**src/rtl/frm_enc_pkg.sv**
```systemverilog
// Shared constants and phase encoding for the frame encoder.
package frm_enc_pkg;
    localparam logic [7:0] FRM_OPEN_CODE  = 8'h00;
    localparam logic [7:0] FRM_CLOSE_CODE = 8'h15;
    localparam logic [7:0] FRM_CRC_POLY   = 8'hD5;

    typedef enum logic [2:0] {
        PH_IDLE,
        PH_OPEN,
        PH_TYPE,
        PH_ADDR,
        PH_LEN,
        PH_DATA,
        PH_CRC,
        PH_CLOSE
    } frm_phase_t;
endpackage

```
**src/rtl/frm_crc_unit.sv**
```systemverilog
// Running CRC register, updated one byte per cycle.
// Assumes: clr and upd are never needed in the same cycle (clr wins).
// The polynomial is processed MSB first, with no reflection and no final xor.
module frm_crc_unit #(
    parameter int             W    = 8,
    parameter logic [W-1:0]   POLY = 8'hD5,
    parameter logic [W-1:0]   INIT = '0
) (
    input  logic         clk,
    input  logic         rst_n,
    input  logic         clr,
    input  logic         upd,
    input  logic [W-1:0] din,
    output logic [W-1:0] crc
);
    logic [W-1:0] crc_q;
    logic [W-1:0] chain [0:W];

    assign chain[0] = crc_q;

    // One shift-and-reduce stage per input bit, MSB first.
    for (genvar gi = 0; gi < W; gi++) begin : g_stage
        logic fb;
        assign fb = chain[gi][W-1] ^ din[W-1-gi];
        assign chain[gi+1] = {chain[gi][W-2:0], 1'b0} ^ (fb ? POLY : '0);
    end

    // Register: clear on a new frame, fold in each accepted covered byte.
    always_ff @(posedge clk) begin
        if (!rst_n)   crc_q <= INIT;
        else if (clr) crc_q <= INIT;
        else if (upd) crc_q <= chain[W];
    end

    assign crc = crc_q;

    a_r4_crc_stable: assert property (@(posedge clk) disable iff (!rst_n)
        (!clr && !upd) |=> $stable(crc_q));
    a_r4_crc_cleared: assert property (@(posedge clk) disable iff (!rst_n)
        clr |=> (crc_q == INIT));
endmodule

```
**src/rtl/frm_seq_ctrl.sv**
```systemverilog
// Frame sequencer: walks the fixed byte order, counts payload bytes,
// and generates the transmit handshake, FIFO pops and CRC controls.
// Assumes: the FIFO head stays put until popped, and the payload is
// preloaded (an empty FIFO only stalls the frame).
module frm_seq_ctrl
    import frm_enc_pkg::*;
#(
    parameter int W     = 8,
    parameter int LEN_W = 8
) (
    input  logic             clk,
    input  logic             rst_n,
    input  logic             start,
    input  logic [W-1:0]     msg_type,
    input  logic [W-1:0]     msg_addr,
    input  logic [LEN_W-1:0] msg_len,
    input  logic             fifo_empty,
    input  logic             tx_ready,
    output frm_phase_t       phase,
    output logic [W-1:0]     type_q,
    output logic [W-1:0]     addr_q,
    output logic [LEN_W-1:0] len_q,
    output logic             tx_valid,
    output logic             fifo_rd,
    output logic             crc_clr,
    output logic             crc_upd,
    output logic             busy
);
    frm_phase_t       ph_q, ph_d;
    logic [LEN_W-1:0] cnt_q;
    logic             fire;
    logic             last_data;

    // Handshake: hold valid except while the payload source is empty.
    always_comb begin
        tx_valid = (ph_q != PH_IDLE) && !((ph_q == PH_DATA) && fifo_empty);
        fire     = tx_valid && tx_ready;
        fifo_rd  = fire && (ph_q == PH_DATA);
        crc_clr  = (ph_q == PH_IDLE) && start;
        crc_upd  = fire && ((ph_q == PH_TYPE) || (ph_q == PH_ADDR) ||
                            (ph_q == PH_LEN)  || (ph_q == PH_DATA));
        last_data = (cnt_q + LEN_W'(1)) == len_q;
    end

    // Next phase: advance only on an accepted byte.
    always_comb begin
        ph_d = ph_q;
        case (ph_q)
            PH_IDLE:  if (start) ph_d = PH_OPEN;
            PH_OPEN:  if (fire)  ph_d = PH_TYPE;
            PH_TYPE:  if (fire)  ph_d = PH_ADDR;
            PH_ADDR:  if (fire)  ph_d = PH_LEN;
            PH_LEN:   if (fire)  ph_d = (len_q == '0) ? PH_CRC : PH_DATA;
            PH_DATA:  if (fire && last_data) ph_d = PH_CRC;
            PH_CRC:   if (fire)  ph_d = PH_CLOSE;
            PH_CLOSE: if (fire)  ph_d = PH_IDLE;
            default:             ph_d = PH_IDLE;
        endcase
    end

    // Phase register.
    always_ff @(posedge clk) begin
        if (!rst_n) ph_q <= PH_IDLE;
        else        ph_q <= ph_d;
    end

    // Request capture, only when idle.
    always_ff @(posedge clk) begin
        if (!rst_n) begin
            type_q <= '0;
            addr_q <= '0;
            len_q  <= '0;
        end else if (ph_q == PH_IDLE && start) begin
            type_q <= msg_type;
            addr_q <= msg_addr;
            len_q  <= msg_len;
        end
    end

    // Payload counter: cleared on the length byte, stepped per payload byte.
    always_ff @(posedge clk) begin
        if (!rst_n)                        cnt_q <= '0;
        else if (ph_q == PH_LEN)           cnt_q <= '0;
        else if (fire && ph_q == PH_DATA)  cnt_q <= cnt_q + LEN_W'(1);
    end

    assign phase = ph_q;
    assign busy  = (ph_q != PH_IDLE);

    a_r3_phase_held: assert property (@(posedge clk) disable iff (!rst_n)
        (tx_valid && !tx_ready) |=> (tx_valid && ph_q == $past(ph_q)));
    a_r5_pop_on_accept: assert property (@(posedge clk) disable iff (!rst_n)
        fifo_rd |-> (tx_valid && tx_ready));
    a_r5_count_bound: assert property (@(posedge clk) disable iff (!rst_n)
        (ph_q == PH_DATA) |-> (cnt_q < len_q));
    a_r6_zero_len_skip: assert property (@(posedge clk) disable iff (!rst_n)
        (ph_q == PH_LEN && fire && len_q == '0) |=> (ph_q == PH_CRC));
    a_r7_valid_within_busy: assert property (@(posedge clk) disable iff (!rst_n)
        tx_valid |-> busy);
    a_r9_fields_frozen: assert property (@(posedge clk) disable iff (!rst_n)
        busy |=> ($stable(type_q) && $stable(addr_q) && $stable(len_q)));
endmodule

```
**src/rtl/frm_byte_mux.sv**
```systemverilog
// Selects the byte offered to the transmitter for the current phase.
// Assumes: the payload byte comes straight from the FIFO head.
module frm_byte_mux
    import frm_enc_pkg::*;
#(
    parameter int           W          = 8,
    parameter int           LEN_W      = 8,
    parameter logic [W-1:0] OPEN_CODE  = FRM_OPEN_CODE,
    parameter logic [W-1:0] CLOSE_CODE = FRM_CLOSE_CODE
) (
    input  frm_phase_t       phase,
    input  logic [W-1:0]     type_q,
    input  logic [W-1:0]     addr_q,
    input  logic [LEN_W-1:0] len_q,
    input  logic [W-1:0]     fifo_data,
    input  logic [W-1:0]     crc,
    output logic [W-1:0]     byte_out
);
    // Phase to byte select.
    always_comb begin
        case (phase)
            PH_OPEN:  byte_out = OPEN_CODE;
            PH_TYPE:  byte_out = type_q;
            PH_ADDR:  byte_out = addr_q;
            PH_LEN:   byte_out = W'(len_q);
            PH_DATA:  byte_out = fifo_data;
            PH_CRC:   byte_out = crc;
            PH_CLOSE: byte_out = CLOSE_CODE;
            default:  byte_out = '0;
        endcase
    end
endmodule

```
**src/rtl/frm_encoder.sv**
```systemverilog
// Top of the framed reply encoder: sequencer, CRC register and byte select.
// Assumes: first-word-fall-through payload FIFO, loaded before start.
module frm_encoder
    import frm_enc_pkg::*;
#(
    parameter int           W     = 8,
    parameter int           LEN_W = 8,
    parameter logic [W-1:0] POLY  = FRM_CRC_POLY
) (
    input  logic             clk,
    input  logic             rst_n,
    input  logic             start,
    input  logic [W-1:0]     msg_type,
    input  logic [W-1:0]     msg_addr,
    input  logic [LEN_W-1:0] msg_len,
    input  logic [W-1:0]     fifo_data,
    input  logic             fifo_empty,
    output logic             fifo_rd,
    output logic [W-1:0]     tx_byte,
    output logic             tx_valid,
    input  logic             tx_ready,
    output logic             busy
);
    frm_phase_t       phase;
    logic [W-1:0]     type_q, addr_q, crc;
    logic [LEN_W-1:0] len_q;
    logic             crc_clr, crc_upd;

    frm_seq_ctrl #(.W(W), .LEN_W(LEN_W)) u_seq (
        .clk(clk), .rst_n(rst_n), .start(start),
        .msg_type(msg_type), .msg_addr(msg_addr), .msg_len(msg_len),
        .fifo_empty(fifo_empty), .tx_ready(tx_ready),
        .phase(phase), .type_q(type_q), .addr_q(addr_q), .len_q(len_q),
        .tx_valid(tx_valid), .fifo_rd(fifo_rd),
        .crc_clr(crc_clr), .crc_upd(crc_upd), .busy(busy)
    );

    frm_crc_unit #(.W(W), .POLY(POLY), .INIT('0)) u_crc (
        .clk(clk), .rst_n(rst_n), .clr(crc_clr), .upd(crc_upd),
        .din(tx_byte), .crc(crc)
    );

    frm_byte_mux #(.W(W), .LEN_W(LEN_W)) u_mux (
        .phase(phase), .type_q(type_q), .addr_q(addr_q), .len_q(len_q),
        .fifo_data(fifo_data), .crc(crc), .byte_out(tx_byte)
    );

    a_r2_open_first: assert property (@(posedge clk) disable iff (!rst_n)
        $rose(busy) |-> (tx_valid && tx_byte == FRM_OPEN_CODE));
    a_r3_byte_held: assert property (@(posedge clk) disable iff (!rst_n)
        (tx_valid && !tx_ready && !fifo_rd) |=> (tx_valid && (phase == PH_DATA || $stable(tx_byte))));
    a_r8_empty_stall: assert property (@(posedge clk) disable iff (!rst_n)
        (phase == PH_DATA && fifo_empty) |-> (!tx_valid && !fifo_rd));
    a_r1_quiet_after_reset: assert property (@(posedge clk)
        !rst_n |=> (!busy && !tx_valid));
endmodule

```
**config.mk**
```make
export PLATFORM = sky130hd
export DESIGN_NAME = frm_encoder
export DESIGN_NICKNAME = d
export VERILOG_FILES = /design/src/rtl/frm_enc_pkg.sv /design/src/rtl/frm_crc_unit.sv /design/src/rtl/frm_seq_ctrl.sv /design/src/rtl/frm_byte_mux.sv /design/src/rtl/frm_encoder.sv
export SDC_FILE = /design/constraint.sdc
export NUM_CORES = 1
export LEC_CHECK = 0
export ABC_AREA = 1
export CORE_MARGIN = 5
export CORE_UTILIZATION = 56
export CTS_BUF_LIST = sky130_fd_sc_hd__clkbuf_2 sky130_fd_sc_hd__clkbuf_4 sky130_fd_sc_hd__clkbuf_8
export DETAILED_ROUTE_END_ITERATION = 6
export PLACE_DENSITY = 0.91
export SETUP_SLACK_MARGIN = 0.5
export SYNTH_ARGS = -nofsm -noshare
export SYNTH_HDL_FRONTEND = slang
export SYNTH_HIERARCHICAL = 1
export SYNTH_SLANG_ARGS = --single-unit
```
**constraint.sdc**
```tcl
create_clock -name clk -period 3.5 [get_ports clk]
set_clock_uncertainty 0.15 [all_clocks]
set_input_delay 0.525 -clock clk [delete_from_list [all_inputs] [get_ports clk]]
set_output_delay 0.525 -clock clk [all_outputs]
set_load 0.02 [all_outputs]
```
==> flow_summary.toml <==
[logic_synthesis]
syn-num-nets = 555
yosys.cell_count.top_type = "nand2_1"
ys_ff_latch = 43
synth_top_area_cell = "dfxtp_1"
syn-cell-area_um2 = 3160
synthTopCellsByCount = "nand2_1, inv_1, nor2_1"
yosys_warnings = 6
async_flop_share_pct = 0
syn-instance-count = 514
ys_top_cells_by_area = "dfxtp_1, nand2_1, inv_1, nor2_1, nand3_1"
ys_types = 34
syn_area_per_cell_um2 = 6.15
yosysSeqAreaShare_pct = 27.2
synth_top_area_share_pct = 27.2
synth_edf_count = 0
synth_ff_type = "dfxtp_1"

[route]
wl_mm = 10.0
antenna_left = 0
vias = 3743
drt_iter0_markers = 498
wire_per_inst_um = 15.6
first_pass_iters = 7
vias_per_cell = 5.83
drc = 0

[die]
rows = 27
chipHeight_um = 85.2
ios = 48
dieArea_um2 = 7250
core_area_um2 = 5510
die_x_um = 85.2
start_util_pct = 57.4

[timing]
relSlewSlack_pct = 45.0
setup-tns-final_ns = 0
max_freq_ghz = 0.315
rsz0062_at_grt = "yes"
drv_slew = 0
hold_viol = 0
fin_crit_ns = 3.17
tightest_slew_ns = 0.822
setup_slack_ns = 0.327
period_share_pct = 90.7
setup_viol = 0

[layout]
antenna_cells = 0
design_area_um2 = 4110
syn_to_final_growth_pct = 30.0
layoutNonFillerInstCount = 642
final_nets = 611
drive_gt1_share_pct = 18.8

[pwr]
seqPwrFrac_pct = 16.5
p_int_mw = 2.09
clkPwrFrac_pct = 8.7
power.total_mw = 4.45
p_comb_share_pct = 74.7
switchingPower_mw = 2.36
p_per_area_nw_per_um2 = 1080
switching_share_pct = 53.0
ir_worst_vdd_mv = 0.790
leakagePower_nw = 1.80

[clocking]
clkTransAtPathRegs_ns = 0.09
clockBufferDepth = 2
cts.sinks = 43
cts_tree = "built"
root_buffer = "clkbuf_8"
numCtsBuffers = 5
cts_htree_levels = 2
clock_latency_ns = 0.29

[placed_design]
place.gp.congestion = 0.911
preCtsSetupSlack_ns = 0.164
placedCellCount = 617
io_buffers = 47
dp_hpwl_mm = 6.06
dpl_cell_area_um2 = 3620

[setup_path]
crit_chain = "buf_6 -> nor2_4 -> nand3_1 -> nand2_1 -> nor2_2 -> nand2_2 -> inv_2 -> nand2_2 -> nand2_4 -> nand2_4 -> nand2_4 -> xor2_4 -> xor2_4 -> xnor2_4 -> xor2_4 -> or2_0 -> nand3_1 -> nand2_1 -> inv_1"
cp_slowest_stage_delay_ns = 0.36
critPathTopFamily = "simple AND/OR/NAND/NOR gates"
cp.required_ns = 3.54
path_max_fanout = 9
cp.arrival_ns = 3.21
critPathBufInv = 3
path_class = "reg2reg"
cp-end-kind = "flip-flop"
critical_path.slowest_cell = "dfxtp_2"
start_kind = "flip-flop"

[global_routing]
grt_pass1_vias = 3045
grt_usage_pct = 22.6
overflow = 0
grt_pass1_wl_mm = 13.5
antenna_found_initial = 0
grt_max_degree = 34

[flow_run]
cap_violations = 0

[status]
status = "finished clean"

[min_path]
hold_path_class = "reg2reg"
[final cells by class]
type                            count  area [um^2]
Multi-Input combinational cell    370         2060
Fill cell                         394         1390
Sequential cell                    43          870
Timing Repair Buffer               69          674
Inverter                           81          317
Tap cell                           72         90.1
Clock buffer                        5         68.8
Clock inverter                      2         37.5
[cells by family (layout without fill, tap and decap cells)]
| group | count (synthesis) | in the layout | synth area share, % |
|---|---|---|---|
| xor+xnor | 16 | 16 | 6.92 |
| flops | 43 | 43 | 27.2 |
| simple gates | 290 | 290 | 40.3 |
| compound gates | 60 | 60 | 10.0 |
| buf+inv | 101 | 157 | 13.9 |
| fa+ha+maj | 4 | 4 | 1.58 |
[path summary, 6_finish.rpt]
path	from	to	slack (ns)	depth (start not counted)
hold reg to reg	u_seq/addr_q[2]	u_seq/addr_q[2]	0.32	2
hold / removal	u_seq/addr_q[2]	u_seq/addr_q[2]	0.32	2
setup reg to reg	u_seq/phase[0]	u_crc/crc[4]	0.33	19
setup / recovery	u_seq/phase[0]	u_crc/crc[4]	0.33	19
[power groups by stage]
stage	clock network, mW	logic (mW)	registers [mW]
6_report	0.388	3.33	0.736
5_1_grt	0.417	3.53	0.748
4_1_cts	0.386	2.48	0.722
3_5_place_dp	0	2.40	0.727
3_3_place_gp	0	2.32	0.718
2_1_floorplan	0	1.97	0.697
[placed cells by master (no fill, tap or decap), types with 3 or more instances in the layout]
cell type and instances:
xor2_1 5, clkbuf_8 5, xnor2_1 3, nand4_1 14, inv_2 10, nand2_4 7, nor2_4 3, ha_1 4
nor2_1 56, nand2_2 23, dfxtp_1 40, nand3_4 3, nor2_2 8, nand2_1 132, nand3_1 31, a21oi_1 39
buf_4 17, inv_1 68, xor2_4 4, o21ai_0 14, clkdlybuf4s50_1 44, nand3_2 9
[worst register-to-register path: stages (launching register included)]
cell,delay (ns)
dfxtp_2,0.36
buf_6,0.15
nor2_4,0.07
nand3_1,0.07
nand2_1,0.09
nor2_2,0.18
nand2_2,0.11
inv_2,0.09
nand2_2,0.07
nand2_4,0.10
nand2_4,0.07
nand2_4,0.10
xor2_4,0.27
xor2_4,0.25
xnor2_4,0.20
xor2_4,0.23
or2_0,0.17
nand3_1,0.09
nand2_1,0.16
inv_1,0.09
[sequential cells by signal, summed over array words and instances (netlist names)]
signal	flops
u_seq/type_q	8
u_seq/phase	3
u_seq/cnt_q	8
u_crc/crc	8
u_seq/addr_q	8
u_seq/len_q	8
[metal layers]
metal	GRT usage, %	part of all wire, %
met1	29.1	39
met5	0	0
met2	37.5	45
met4	7.48	4.7
met3	4.76	11
[through the flow]
step	utilization, %	hold slack, ns
after floorplan	-	0.294
after global placement	65.7	0.304
after detailed placement	65.7	0.308
after CTS	68.0	0.320
after global routing	74.7	0.337
final	74.7	0.321
[timing repair]
item	in CTS	in global routing
pin swaps	1	28
cloned	0	1
endpoints found under the hold margin	0	0
endpoints found under the setup margin	9	9
setup buffers	0	17
hold buffers	0	0
gates resized for setup	6	61
(Power assumes the default switching activity.)
